## src/rtl/errlog_pkg.sv

```systemverilog
package errlog_pkg;

    localparam int ID_W   = 6;
    localparam int IDF_W  = 8;
    localparam int OP_W   = 3;
    localparam int QUAL_W = 4;

    // Register byte offsets
    localparam logic [7:0] RA_MAIN   = 8'h48;
    localparam logic [7:0] RA_S_OP   = 8'h4C;
    localparam logic [7:0] RA_S_MST  = 8'h50;
    localparam logic [7:0] RA_S_QUAL = 8'h58;
    localparam logic [7:0] RA_S_SLV  = 8'h5C;
    localparam logic [7:0] RA_C_QUAL = 8'h64;
    localparam logic [7:0] RA_C_MST  = 8'h68;
    localparam logic [7:0] RA_C_OP   = 8'h6C;

    localparam int MAIN_PEND_BIT  = 0;
    localparam int MAIN_CLASS_BIT = 1;
    localparam int MAIN_CLR_BIT   = 31;

    typedef enum logic [OP_W-1:0] {
        OP_IDLE    = 3'd0,
        OP_WRITE   = 3'd1,
        OP_READ    = 3'd2,
        OP_READEX  = 3'd3,
        OP_RDLINK  = 3'd4,
        OP_WRNP    = 3'd5,
        OP_WRCOND  = 3'd6,
        OP_WRBCAST = 3'd7
    } opcode_e;

    typedef enum logic [3:0] {
        SEL_NONE,
        SEL_MAIN,
        SEL_S_OP,
        SEL_S_MST,
        SEL_S_QUAL,
        SEL_S_SLV,
        SEL_C_QUAL,
        SEL_C_MST,
        SEL_C_OP
    } regsel_e;

    typedef struct packed {
        logic                pend;
        logic                custom;
        logic [ID_W-1:0]     id;
        opcode_e             op;
        logic [QUAL_W-1:0]   qual;
    } log_hdr_t;

endpackage

```

## src/rtl/errlog_adec.sv

```systemverilog
module errlog_adec
    import errlog_pkg::*;
#(
    parameter int ADDR_W = 8
) (
    input  logic [ADDR_W-1:0] addr_i,
    output regsel_e           sel_o
);

    always_comb begin
        sel_o = SEL_NONE;
        if (addr_i == ADDR_W'(RA_MAIN))        sel_o = SEL_MAIN;
        else if (addr_i == ADDR_W'(RA_S_OP))   sel_o = SEL_S_OP;
        else if (addr_i == ADDR_W'(RA_S_MST))  sel_o = SEL_S_MST;
        else if (addr_i == ADDR_W'(RA_S_QUAL)) sel_o = SEL_S_QUAL;
        else if (addr_i == ADDR_W'(RA_S_SLV))  sel_o = SEL_S_SLV;
        else if (addr_i == ADDR_W'(RA_C_QUAL)) sel_o = SEL_C_QUAL;
        else if (addr_i == ADDR_W'(RA_C_MST))  sel_o = SEL_C_MST;
        else if (addr_i == ADDR_W'(RA_C_OP))   sel_o = SEL_C_OP;
    end

endmodule

```

## src/rtl/errlog_capture.sv

```systemverilog
module errlog_capture
    import errlog_pkg::*;
#(
    parameter int OFS_W = 32
) (
    input  logic              clk,
    input  logic              rst_n,
    input  logic              cap_valid_i,
    input  logic              cap_custom_i,
    input  logic [ID_W-1:0]   cap_id_i,
    input  logic [OP_W-1:0]   cap_op_i,
    input  logic [QUAL_W-1:0] cap_qual_i,
    input  logic [OFS_W-1:0]  cap_ofs_i,
    input  logic              clr_i,
    output log_hdr_t          hdr_o,
    output logic [OFS_W-1:0]  ofs_o
);

    typedef struct packed {
        log_hdr_t         hdr;
        logic [OFS_W-1:0] ofs;
    } state_t;

    state_t st_d, st_q;

    always_comb begin
        st_d = st_q;
        if (clr_i) begin
            // clearing write wins over any capture in the same cycle
            st_d = '0;
        end else if (cap_valid_i && !st_q.hdr.pend) begin
            st_d.hdr.pend   = 1'b1;
            st_d.hdr.custom = cap_custom_i;
            st_d.hdr.id     = cap_id_i;
            st_d.hdr.op     = opcode_e'(cap_op_i);
            st_d.hdr.qual   = cap_qual_i;
            // offset is only part of the standard record
            st_d.ofs        = cap_custom_i ? '0 : cap_ofs_i;
        end
    end

    always_ff @(posedge clk or negedge rst_n) begin
        if (!rst_n) st_q <= '0;
        else        st_q <= st_d;
    end

    assign hdr_o = st_q.hdr;
    assign ofs_o = st_q.ofs;

endmodule

```

## src/rtl/errlog_rdmux.sv

```systemverilog
module errlog_rdmux
    import errlog_pkg::*;
#(
    parameter int OFS_W    = 32,
    parameter int DATA_W   = 32,
    parameter bit ID_UPPER = 1'b1
) (
    input  logic              rd_i,
    input  regsel_e           sel_i,
    input  log_hdr_t          hdr_i,
    input  logic [OFS_W-1:0]  ofs_i,
    output logic [DATA_W-1:0] rdata_o
);

    localparam int PAD_W = IDF_W - ID_W;

    logic [IDF_W-1:0]  id_field;
    logic              std_live;
    logic              cus_live;
    logic [DATA_W-1:0] main_word;
    logic [DATA_W-1:0] val;

    generate
        if (ID_UPPER) begin : g_id_hi
            assign id_field = {hdr_i.id, {PAD_W{1'b0}}};
        end else begin : g_id_lo
            assign id_field = {{PAD_W{1'b0}}, hdr_i.id};
        end
    endgenerate

    assign std_live = hdr_i.pend && !hdr_i.custom;
    assign cus_live = hdr_i.pend &&  hdr_i.custom;

    always_comb begin
        main_word                 = '0;
        main_word[MAIN_PEND_BIT]  = hdr_i.pend;
        main_word[MAIN_CLASS_BIT] = hdr_i.custom;
    end

    always_comb begin
        val = '0;
        unique case (sel_i)
            SEL_MAIN:   val = main_word;
            SEL_S_OP:   if (std_live) val = DATA_W'(hdr_i.op);
            SEL_S_MST:  if (std_live) val = DATA_W'(id_field);
            SEL_S_QUAL: if (std_live) val = DATA_W'(hdr_i.qual);
            SEL_S_SLV:  if (std_live) val = DATA_W'(ofs_i);
            SEL_C_QUAL: if (cus_live) val = DATA_W'(hdr_i.qual);
            SEL_C_MST:  if (cus_live) val = DATA_W'(id_field);
            SEL_C_OP:   if (cus_live) val = DATA_W'(hdr_i.op);
            default:    val = '0;
        endcase
    end

    assign rdata_o = rd_i ? val : '0;

endmodule

```

## src/rtl/errlog_bank.sv

```systemverilog
module errlog_bank
    import errlog_pkg::*;
#(
    parameter int ADDR_W   = 8,
    parameter int DATA_W   = 32,
    parameter int OFS_W    = 32,
    parameter bit ID_UPPER = 1'b1
) (
    input  logic              clk,
    input  logic              rst_n,
    input  logic              cap_valid,
    input  logic              cap_custom,
    input  logic [5:0]        cap_id,
    input  logic [2:0]        cap_op,
    input  logic [3:0]        cap_qual,
    input  logic [OFS_W-1:0]  cap_ofs,
    input  logic              bus_en,
    input  logic              bus_we,
    input  logic [ADDR_W-1:0] bus_addr,
    input  logic [DATA_W-1:0] bus_wdata,
    output logic [DATA_W-1:0] bus_rdata,
    output logic              log_valid
);

    regsel_e          sel;
    log_hdr_t         hdr;
    logic [OFS_W-1:0] ofs;
    logic             clr;
    logic             rd;
    logic             cls_now;
    logic             unused_wdata;

    errlog_adec #(.ADDR_W(ADDR_W)) u_adec (
        .addr_i (bus_addr),
        .sel_o  (sel)
    );

    assign clr = bus_en && bus_we && (sel == SEL_MAIN) && bus_wdata[MAIN_CLR_BIT];
    assign rd  = bus_en && !bus_we;
    assign unused_wdata = ^bus_wdata[DATA_W-2:0];

    errlog_capture #(.OFS_W(OFS_W)) u_cap (
        .clk          (clk),
        .rst_n        (rst_n),
        .cap_valid_i  (cap_valid),
        .cap_custom_i (cap_custom),
        .cap_id_i     (cap_id),
        .cap_op_i     (cap_op),
        .cap_qual_i   (cap_qual),
        .cap_ofs_i    (cap_ofs),
        .clr_i        (clr),
        .hdr_o        (hdr),
        .ofs_o        (ofs)
    );

    errlog_rdmux #(
        .OFS_W    (OFS_W),
        .DATA_W   (DATA_W),
        .ID_UPPER (ID_UPPER)
    ) u_rd (
        .rd_i    (rd),
        .sel_i   (sel),
        .hdr_i   (hdr),
        .ofs_i   (ofs),
        .rdata_o (bus_rdata)
    );

    assign log_valid = hdr.pend;
    assign cls_now   = hdr.custom;

endmodule

```

## config.mk

```make
export PLATFORM = sky130hd
export DESIGN_NAME = errlog_bank
export DESIGN_NICKNAME = d
export VERILOG_FILES = /design/src/rtl/errlog_pkg.sv /design/src/rtl/errlog_adec.sv /design/src/rtl/errlog_capture.sv /design/src/rtl/errlog_rdmux.sv /design/src/rtl/errlog_bank.sv
export SDC_FILE = /design/constraint.sdc
export NUM_CORES = 1
export LEC_CHECK = 0
export ABC_AREA = 1
export BUFFER_PORTS_ARGS = -buffer_cell sky130_fd_sc_hd__buf_2
export CAP_MARGIN = 20
export CORE_UTILIZATION = 53
export DETAILED_ROUTE_END_ITERATION = 8
export HOLD_SLACK_MARGIN = 0.06
export PLACE_DENSITY_LB_ADDON = 0.08
export SETUP_SLACK_MARGIN = 0.1
export SYNTH_ARGS = -nofsm -noshare
export SYNTH_HDL_FRONTEND = slang
export SYNTH_HIERARCHICAL = 1
export SYNTH_SLANG_ARGS = --single-unit
```

## constraint.sdc

```tcl
create_clock -name clk -period 3.6 [get_ports clk]
set_clock_uncertainty 0.1 [all_clocks]
set_input_delay 0.18 -clock clk [delete_from_list [all_inputs] [get_ports clk]]
set_output_delay 0.18 -clock clk [all_outputs]
set_load 0.02 [all_outputs]
```

==> results.md <==
* Starting DRT DRC Count at about 240
* Crit path from: bus_addr[7]
* Max cap viols at 0
* CTS root buf: clkbuf_8
* FILL cells at approximately 450
* Post-CTS setup buffer count at 0
* Leak Pwr at between 2 and 2.5 nW
* Antenna-violating nets left at 0
* RSZ-0062 raised after global routing: no
* VDD IR max at ~0.00023 V
* Chip width at a little under 80 um
* Grt met2 use at a little under half
* Vias/cell at approximately 5.3
* Slew margin rel. at roughly 32%
* Sw frac at approximately 28%
* Worst endpoint required time at 3.32 ns
* Worst R2R Setup Slack at roughly 1.8 ns
* Endpoints failing setup at 0
* Site Rows at 27
* Die area at ~6000 sq um
* Pins over their slew limit at 0
* IO Port Bufs at 92
* Net Switching at roughly 330 uW
* Synth top area share at about two fifths
* IO Count at approximately 120
* Worst Path Max Fanout at 23
* Placeable Area at 5507 sq um
* Setup CP Type: primary input to primary output
* GRT overflow at 0
* Worst flop-to-flop path endpoint: u_cap/ofs_o[4]
* HP Class: primary input to flop
* Final Hold Fails at 0
* Worst slew pin tran at slightly above 1 ns
* Design area at about 4100 sq um
* Area leader, netlist: dfrtp_1
* Worst-path clk slew at approximately 0.08 ns
* H-tree lvl count at 2
* Cell Count, Final, Fillers Out at 611
* Clock power frac at approximately 30%
* Logic pwr share at between 10% and 20%
* Wire per inst at around 14 um
* Period utilisation layout at approximately 67%
* Clock Latency Late Sink at slightly below 0.3 ns
* GRT Total Usage at roughly 29%
* Final wirelength at between 8000 and 9000 um
* Int Pwr at ~850 uW
* Initial antenna violation count at 0
* Area grow syn2layout at 34.06%
* Ranking of synthesized cells by area: dfrtp_1 39%, nand3_1 21%, nand2_1 11%
* Gate Count Post-Synth at between 400 and 500
* CTS Buf Count at 5
* First-pass GRT wire length at ~14000 um
* Layout cells sized above 1 at roughly a quarter
* Initial Util at between 50 and 60%
* WP data arrival at 2.13 ns
* Status: finished, violations left
* Clock sink count at 47
* Post-layout net count at ~630
* Syn_nets at 500
* Clock Path Buffers at 2
* Vias in the first global route at 2919
* Crit end category: primary output
* Busiest grt layer: met2
* HPWL Detailed at between 5000 and 6000 um
* Pwr dens at just under 300 nW/um^2
* Worst hold slack at approximately 0.18 ns
* Setup TNS at 0 ns
* Post-synth design cell area at approximately 3000 sq um
* Die Height at roughly 78 um
* Vias at between 3000 and 4000
* Pin count of the biggest net entering global routing at 50
* Unique masters post-synth at 23
* Startpoint types: primary input
* Post-synthesis sequential area ratio at 38.76%
* Cell count after placement at ~550
* Pre-antenna DRT Iters at 7
* N_diodes at 0
* Reg power frac at about half
* Met1 Usage GRT at approximately two fifths
* Worst r2r src: u_cap/hdr_o[14]
* Failing checks: design-rule violations
* Setup crit end: bus_rdata[31]
* Met3 usage at under 10%
* Min Tclk post-route at ~2.4 ns
* CTS tree: done
* DP Area at approximately 3500 sq um
* GPL Wtd Cong at about 0.87
* Synthesized flop and latch total at 47
* R2R depth at 3
* Fmax at between 400 and 500 MHz
* Ys Warns at 6
* Mean post-synth cell area at between 7 and 8 sq um
* DRC viols at 2
[cell families after synthesis]
logic type | share of synthesized area (%)
buffers and inverters | 10.06
AOI/OAI and AO/OA | 0.6595
DFF | 38.76
and+or+nand+nor | 50.52
[power by group through the flow]
stage	Combinational [mW]	Sequential [mW]	Clock [mW]
3_5_place_dp	0.179	0.620	0
2_1_floorplan	0.112	0.611	0
4_1_cts	0.220	0.610	0.355
5_1_grt	0.249	0.617	0.373
6_report	0.224	0.610	0.344
3_3_place_gp	0.174	0.619	0
[layer usage]
metal / vias to the layer above / share of wire (%)
met5: - / 0
met4: 0 / 1.1
met3: 8 / 6.5
met2: 136 / 48
met1: 1484 / 45
li1: 1595 / -
[cell usage in the layout (no fill, tap or decap), types with 2 or more instances in the layout]
cell type / count
a21oi_1: 3
buf_12: 2
buf_2: 92
buf_4: 3
clkbuf_8: 6
clkinv_1: 2
dfrtp_1: 47
dlygate4sd3_1: 48
inv_1: 31
inv_2: 6
nand2_1: 86
nand2_2: 6
nand2_4: 2
nand3_1: 127
nand4_1: 5
nor2_1: 41
nor2_2: 2
nor2_4: 3
nor3b_1: 3
nor3b_2: 18
[worst min path at each step]
stage,start,to,slack [ns],cells past startpoint
2_1_floorplan,rst_n,u_cap/hdr_o[0],-0.22,0
3_3_place_gp,cap_ofs[0],u_cap/ofs_o[0],0.30,3
3_5_place_dp,cap_ofs[14],u_cap/ofs_o[14],0.31,3
4_1_cts,bus_wdata[31],u_cap/hdr_o[14],0.17,4
5_1_grt,bus_wdata[31],u_cap/hdr_o[14],0.18,4
6_report,bus_wdata[31],u_cap/hdr_o[14],0.18,4
[critical path, cell delays in order]
cell and delay, ns:
buf_2 0.09, inv_1 0.05, nand2_2 0.07, nor2_1 0.20
nand2_1 0.11, nand4_1 0.29, nand2_2 0.15, nor2_8 0.19
nand2_4 0.25, nor3b_1 0.31, buf_2 0.22
[metrics by stage]
| stage | utilization (%) | power (mW) | worst slack (ns) |
|---|---|---|---|
| 6_report | 73.87 | 1.178 | 1.188 |
| 5_1_grt | 73.87 | 1.239 | 0.9630 |
| 4_1_cts | 73.51 | 1.184 | 1.287 |
| 3_5_place_dp | 63.03 | 0.7993 | 1.138 |
| 3_3_place_gp | 63.03 | 0.7923 | 1.210 |
| 2_1_floorplan | - | 0.7232 | 1.676 |
[Yosys cell counts (all sizes together)]
cell / number
nand3: 127
nand2: 94
dfrtp: 47
nor2: 47
inv: 37
nor3b: 21
buf: 20
nand4: 5
a21oi: 3
clkbuf: 3
clkinv: 2
nor3: 1
nor4: 1
o21ai: 1
[flip-flops by register name (all words and copies together), names as in the netlist]
register,flops
u_cap/hdr_o,15
u_cap/ofs_o,32
[area by class of cell]
cell class | instances | area [sq um] | area share [%]
Tap cell | 72 | 90.09 | 2.215
Multi-Input combinational cell | 300 | 1555 | 38.23
Timing Repair Buffer | 145 | 1003 | 24.67
Sequential cell | 47 | 1176 | 28.91
Inverter | 39 | 146.4 | 3.599
Clock buffer | 6 | 82.58 | 2.030
Clock inverter | 2 | 13.76 | 0.3384
[repair_timing]
action	CTS	global route
hold buffers	48	0
endpoints found under the hold margin	94	0
endpoints found under the setup margin	0	0
resized for setup	0	0
Power figures use the tool's default switching activity.
